File: src/rtl/rtc_pkg.sv
// Package: shared constants and the register address map of the time-of-day chain.
// Assumes the 8-bit register view used by the processor port.
package rtc_pkg;
    localparam int STAGES = 4;

    typedef enum logic [2:0] {
        RA_CTRL = 3'd0,
        RA_FRAC = 3'd1,
        RA_SEC  = 3'd2,
        RA_MIN  = 3'd3,
        RA_HOUR = 3'd4
    } rtc_addr_e;

    // Control register bit positions (software-visible encoding)
    localparam int CB_EN   = 0;
    localparam int CB_M24  = 1;
    localparam int CB_FLAG = 2;
endpackage

File: src/rtl/rtc_wrap_cnt.sv
// Module: one stage of the counter chain. It advances on inc and returns to 0
// when inc arrives at or above lim. at_top tells the next stage that a carry is due.
// Assumes lim is stable for the cycle. A load wins over the increment.
// Only power-on reset touches the state.
module rtc_wrap_cnt #(
    parameter int W = 8
) (
    input  logic         clk,
    input  logic         por_n,
    input  logic         inc,
    input  logic [W-1:0] lim,
    input  logic         ld,
    input  logic [W-1:0] ld_val,
    output logic [W-1:0] cnt,
    output logic         at_top
);
    // Compare against the limit; values above it also count as full.
    always_comb at_top = (cnt >= lim);

    // Counter state: power-on clear, load has priority, else wrap or step.
    always_ff @(posedge clk) begin
        if (!por_n)
            cnt <= '0;
        else if (ld)
            cnt <= ld_val;
        else if (inc)
            cnt <= at_top ? '0 : cnt + 1'b1;
    end
endmodule

File: src/rtl/rtc_ctrl_reg.sv
// Module: control register holding the count enable, the 24-hour mode and the
// sticky midnight flag. Assumes the warm reset is synchronous and active low.
// The flag set wins over a software clear.
module rtc_ctrl_reg (
    input  logic       clk,
    input  logic       por_n,
    input  logic       warm_rst_n,
    input  logic       wr,
    input  logic [7:0] wdata,
    input  logic       wrap_evt,
    output logic       en,
    output logic       mode24,
    output logic       flag
);
    import rtc_pkg::*;

    // Enable and mode: power-on sets the defaults, warm reset restores only the enable.
    always_ff @(posedge clk) begin
        if (!por_n) begin
            en     <= 1'b1;
            mode24 <= 1'b0;
        end else if (!warm_rst_n) begin
            en     <= 1'b1;
        end else if (wr) begin
            en     <= wdata[CB_EN];
            mode24 <= wdata[CB_M24];
        end
    end

    // Midnight flag: set by a wrap, cleared by writing 0, the set taking priority.
    always_ff @(posedge clk) begin
        if (!por_n || !warm_rst_n)
            flag <= 1'b0;
        else if (wrap_evt)
            flag <= 1'b1;
        else if (wr && !wdata[CB_FLAG])
            flag <= 1'b0;
    end
endmodule

File: src/rtl/rtc_tod_chain.sv
// Module: top of the time-of-day counter chain. It builds four cascaded
// rtc_wrap_cnt stages, the control register and the read mux.
// Assumes tick_128 is a single-cycle pulse in the clk domain.
module rtc_tod_chain #(
    parameter int W        = 8,
    parameter int AW       = 3,
    parameter int FRAC_MAX = 127,
    parameter int SEC_MAX  = 59,
    parameter int MIN_MAX  = 59,
    parameter int HR24_MAX = 23
) (
    input  logic          clk,
    input  logic          por_n,
    input  logic          warm_rst_n,
    input  logic          tick_128,
    input  logic          wr_en,
    input  logic [AW-1:0] addr,
    input  logic [W-1:0]  wdata,
    output logic [W-1:0]  rdata,
    output logic          midnight_irq
);
    import rtc_pkg::*;

    localparam int HR_FULL = (1 << W) - 1;

    logic [STAGES:0]   carry;
    logic [STAGES-1:0] at_top;
    logic [W-1:0]      cnt [STAGES];
    logic [W-1:0]      lim [STAGES];
    logic              en, mode24, flag;
    logic              wr_ctrl;

    // Control write decode.
    always_comb wr_ctrl = wr_en && (addr == AW'(RA_CTRL));

    // Per-stage wrap limits; the hours limit follows the mode bit.
    always_comb begin
        lim[0] = W'(FRAC_MAX);
        lim[1] = W'(SEC_MAX);
        lim[2] = W'(MIN_MAX);
        lim[3] = mode24 ? W'(HR24_MAX) : W'(HR_FULL);
    end

    // The chain input is an enabled tick.
    assign carry[0] = tick_128 && en;

    genvar g;
    generate
        for (g = 0; g < STAGES; g++) begin : g_stage
            rtc_wrap_cnt #(.W(W)) u_cnt (
                .clk    (clk),
                .por_n  (por_n),
                .inc    (carry[g]),
                .lim    (lim[g]),
                .ld     (wr_en && (addr == AW'(g + 1))),
                .ld_val (wdata),
                .cnt    (cnt[g]),
                .at_top (at_top[g])
            );
            assign carry[g+1] = carry[g] && at_top[g];
        end
    endgenerate

    rtc_ctrl_reg u_ctrl (
        .clk        (clk),
        .por_n      (por_n),
        .warm_rst_n (warm_rst_n),
        .wr         (wr_ctrl),
        .wdata      (wdata),
        .wrap_evt   (carry[STAGES]),
        .en         (en),
        .mode24     (mode24),
        .flag       (flag)
    );

    assign midnight_irq = flag;

    // Combinational register read mux.
    always_comb begin
        rdata = '0;
        case (addr)
            AW'(RA_CTRL): begin
                rdata[CB_EN]   = en;
                rdata[CB_M24]  = mode24;
                rdata[CB_FLAG] = flag;
            end
            AW'(RA_FRAC): rdata = cnt[0];
            AW'(RA_SEC):  rdata = cnt[1];
            AW'(RA_MIN):  rdata = cnt[2];
            AW'(RA_HOUR): rdata = cnt[3];
            default:      rdata = '0;
        endcase
    end
endmodule

File: config.mk
export PLATFORM = sky130hd
export DESIGN_NAME = rtc_tod_chain
export DESIGN_NICKNAME = d
export VERILOG_FILES = /design/src/rtl/rtc_pkg.sv /design/src/rtl/rtc_wrap_cnt.sv /design/src/rtl/rtc_ctrl_reg.sv /design/src/rtl/rtc_tod_chain.sv
export SDC_FILE = /design/constraint.sdc
export NUM_CORES = 1
export LEC_CHECK = 0
export ABC_AREA = 0
export BUFFER_PORTS_ARGS = -buffer_cell sky130_fd_sc_hd__buf_2
export CAP_MARGIN = 20
export CORE_UTILIZATION = 57
export CTS_BUF_LIST = sky130_fd_sc_hd__clkbuf_8
export DETAILED_ROUTE_END_ITERATION = 8
export PLACE_DENSITY = 0.88
export SLEW_MARGIN = 15
export SYNTH_ARGS = -nofsm -noshare
export SYNTH_HDL_FRONTEND = slang
export SYNTH_HIERARCHICAL = 1
export SYNTH_SLANG_ARGS = --single-unit
File: constraint.sdc
create_clock -name clk -period 2.55 [get_ports clk]
set_input_delay 0.51 -clock clk [delete_from_list [all_inputs] [get_ports clk]]
set_output_delay 0.51 -clock clk [all_outputs]
set_load 0.01 [all_outputs]
==> results list <==
- In this run the cell area of the synthesized design comes to 3450 sq um.
- Worst reg2reg setup slack: 0.08 ns
- Clock network fraction of total power: about 33%
- Clock-pin slew on the worst setup and hold paths: 0.08 ns
* Met2 Usage GRT: 53.25%
* CP Capture Type: flip-flop
- Measured along the y axis, the die boundary spans between 70 and 80 um.
- Routability-driven placement finished with a final weighted congestion of 0.9266.
* Comb power frac: 23.5%
* Cell-by-cell listing of the critical path: ha_1 > nand4_1 > o31ai_2 > and3_4 > and2_1 > inv_1 > a2111oi_4 > o31ai_4 > buf_4 > o22ai_1
- Detail Placement HPWL: between 7 and 8 mm
* Number of library cell types mapped by synthesis: 49
- Net switching fraction of the power: 32.15%
- At the later pin of the worst-skew pair, clock insertion delay measures about 0.3 ns.
- Global routing's busiest layer: met2
- In this run the worst path has a maximum fanout of 6.
* Static Leakage: 1.829 nW
- Routed via count divided by cell count: 6.303
- For met1 alone, demand over resource in global routing was 39.47%.
* Number of iterations in the first detailed-routing pass: 5
- Average wire length per cell after detail routing: 17.74 um
- Longest Clk Path Bufs: 2
- Cell at the root of the clock tree: clkbuf_8
- Terminating pin of the worst hold path: u_ctrl/en
- Main synth FF type: dfxtp_1
* Hold wc startpoint: warm_rst_n
- Depth of the worst register-to-register path: 10
* Number of synthesized flops with an enable pin: 0
- Clock tree from TritonCTS: yes
* Number of clock buffers inserted by TritonCTS: 5
* Outcome: complete, no violations
- The internal portion of the total power is roughly 0.00090 W.
- Class of the tightest hold or removal check: input port to flip-flop
* Net total in the final layout: 545
- The first global-routing pass estimated between 15 and 20 mm of wire.
- The floorplan has 27 rows.
* Gate count after technology mapping: about 430
- Buffering stage count on the worst path with inverters included: 2
* Dpl cell area: 3847 sq um
- For this design the top-level I/O count stands at 25.
- Met3 routing resource usage after global routing: slightly below 6%
- The number of global-route vias before repair was 3278.
- Total power of the final layout: 0.001326 W
* Fraction of final layout cells sized beyond drive strength 1: a little under a fifth
* GRT Overall Usage: a little under a third
* Most common library cell in the layout ignoring fill and taps: inv_1
- Cell with the biggest individual delay on the critical path: dfxtp_1
- The worst setup path is launched from a flip-flop.
- Fraction of power consumed by sequential logic: 43.7%
- Overall die area: 6367 sq um
* Timing-limited maximum frequency: 405.4 MHz
- Category of cells accounting for the largest share of critical-path delay: compound AO/OA/AOI/OAI gates
- Summing the sequential cell areas from Yosys gives 20.31% of the chip area.
- Mean instance size in the synthesized netlist: 8.098 sq um
- In this run the critical register-to-register path is launched from g_stage[1].u_cnt/cnt[6].
- Width of the die: 79.80 um
- Total global routing overflow: 0
* Layout overhead on the synthesized area: 15.81%
- With fillers left out, the area of the finished cells amounts to 3995 sq um.
- Remaining number of nets flagged by the antenna check after routing: 0
- Worst clock skew: 0.004211 ns
- Headroom to the max-slew limit came out at between 50% and 60%.
- In the layout the commonest cells are inv_1, nand2_1, ha_1, dfxtp_1, buf_4.
* DRC violations left: 0
- The worst hold path passes through 2 cells.
- Pin count of the biggest net entering global routing: 21
- Req. time, crit path: about 2.8 ns
- The number of antenna violations at the first check in global routing is 0.
* FF-to-FF End: g_stage[3].u_cnt/cnt[2]
* Sinks on Clock Net: 35
- Across the run, the number of max-cap violations was 0.
* Power density normalized to cell area: about 330 nW/um^2
- Post-route fraction of the period consumed by the critical path: 96.74%
* Register bit count reported by yosys: 35
- The initial utilization of the core area, before any placement, comes to 60.78%.
- IR analysis of the VDD net gives a maximum drop of between 0.2 and 0.25 mV.
* Final critical delay including setup and external delays: 2.467 ns
- The analysis attributes to net switching a power of ~0.00043 W.
* Final setup violation count: 0
- Arrival time at the worst endpoint: 2.69 ns
* Total count of max-transition violations in the final report: 0
* Area of combinational cells with multiple inputs: 2567 sq um
* Number of buffer cells added on primary ports: 24
- Detailed routing inserted a total of 3561 vias.
- In this run, the number of DRC markers left after iteration 0 of detailed routing was between 400 and 500.
- For this run, asynchronously set or reset flops after synthesis account for 0%.
* Total Routed Length: 10.03 mm
- At the pin with the least slew margin, the transition time is about 0.65 ns.
- Number of fill cells in the layout: ~440
- The Yosys step of the flow raised 6 warnings.
- The number of failing hold endpoints at the final stage is 0.
* Antenna diodes: 0
- H-tree depth reported by CTS: 2
- Registers take 701.9 sq um.
* Crit Path Category: flip-flop to flip-flop
- Core box area: around 5700 sq um
* Peak per-stage delay on the critical path: 0.35 ns
* Utilization of the core after routing: 70.39%
[stage by stage]
step | hold slack (ns) | instances | worst slack (ns) | TNS, ns
6_report | 0.4459 | 565 | 0.08308 | 0
5_1_grt | 0.4729 | 565 | -0.07652 | -0.1723
2_1_floorplan | 0.4504 | 452 | 0.09313 | 0
3_3_place_gp | 0.4776 | 555 | 0.1491 | 0
3_5_place_dp | 0.4884 | 555 | 0.08913 | 0
4_1_cts | 0.4365 | 562 | 0.04401 | 0
[cell usage after synthesis, drive strengths merged (8+ instances only)]
cell type | count | share of area (%)
a2111oi | 8 | 4.9
a21oi | 30 | 4.6
buf | 9 | 2.0
clkbuf | 13 | 1.7
dfxtp | 35 | 20
ha | 36 | 13
inv | 46 | 5.0
mux2i | 8 | 2.3
nand2 | 39 | 4.2
nand3 | 17 | 2.5
nor2 | 12 | 1.3
nor3 | 8 | 1.2
nor3b | 24 | 5.4
o21a | 8 | 1.7
o21ai | 9 | 1.4
o22ai | 26 | 4.7
o31ai | 20 | 4.9
xnor2 | 16 | 4.1
[cell type report]
type / instances / area share, %
repair buffers: 56 / 9.020
well taps: 72 / 2.255
clock buffers: 6 / 2.067
inverters: 50 / 4.698
clock inverters: 1 / 0.1253
multi-input cells: 345 / 64.27
flip-flops and latches: 35 / 17.57
[timing repair]
item	4_1_cts	5_1_grt
gates resized for setup	0	6
endpoints found under the setup margin	0	17
setup buffers	0	3
hold buffers	0	0
hold endpoints to repair	0	0
[registers in the layout, indices dropped and copies added, names as in the netlist]
| signal | flops |
|---|---|
| g_stage.u_cnt/cnt | 32 |
| u_ctrl/en | 1 |
| u_ctrl/flag | 1 |
| u_ctrl/mode24 | 1 |
[cells by family (layout without fill, tap and decap cells)]
kind of cell | count (synthesis) | count (layout) | share of synthesized area (%)
multiplexers | 11 | 11 | 3.518
XOR/XNOR | 20 | 20 | 5.078
AO/OA/AOI/OAI | 127 | 127 | 29.09
buffers and inverters | 72 | 113 | 9.140
adder cells (fa/ha/maj) | 36 | 36 | 13.06
other | 2 | 28 | 0.2177
flip-flops | 35 | 35 | 20.31
AND/OR/NAND/NOR | 123 | 123 | 19.59
[metal layers]
layer	vias up	wire, um	share of wire (%)
met5	-	0	0
met4	0	340	3.4
li1	1669	-	-
met2	217	4747	47
met1	1646	3982	40
met3	29	956	9.5
[power by group through the flow]
stage	Sequential (W)	Combinational, W	Clock (W)
2_1_floorplan	0.000592	0.000200	0
3_3_place_gp	0.000591	0.000279	0
3_5_place_dp	0.000592	0.000291	0
4_1_cts	0.000579	0.000294	0.000437
5_1_grt	0.000582	0.000338	0.000454
6_report	0.000580	0.000312	0.000434
[how the worst max path moves through the flow]
| stage | from | endpoint | slack, ns | cells past startpoint |
|---|---|---|---|---|
| 2_1_floorplan | g_stage[0].u_cnt/cnt[7] | g_stage[3].u_cnt/cnt[6] | 0.09 | 10 |
| 3_3_place_gp | g_stage[1].u_cnt/cnt[0] | g_stage[3].u_cnt/cnt[0] | 0.15 | 10 |
| 3_5_place_dp | g_stage[1].u_cnt/cnt[0] | g_stage[3].u_cnt/cnt[6] | 0.09 | 11 |
| 4_1_cts | g_stage[1].u_cnt/cnt[0] | g_stage[3].u_cnt/cnt[0] | 0.04 | 10 |
| 5_1_grt | g_stage[1].u_cnt/cnt[6] | g_stage[3].u_cnt/cnt[2] | -0.08 | 10 |
| 6_report | g_stage[1].u_cnt/cnt[6] | g_stage[3].u_cnt/cnt[2] | 0.08 | 10 |
No activity file was read; power rests on OpenSTA's default activity.
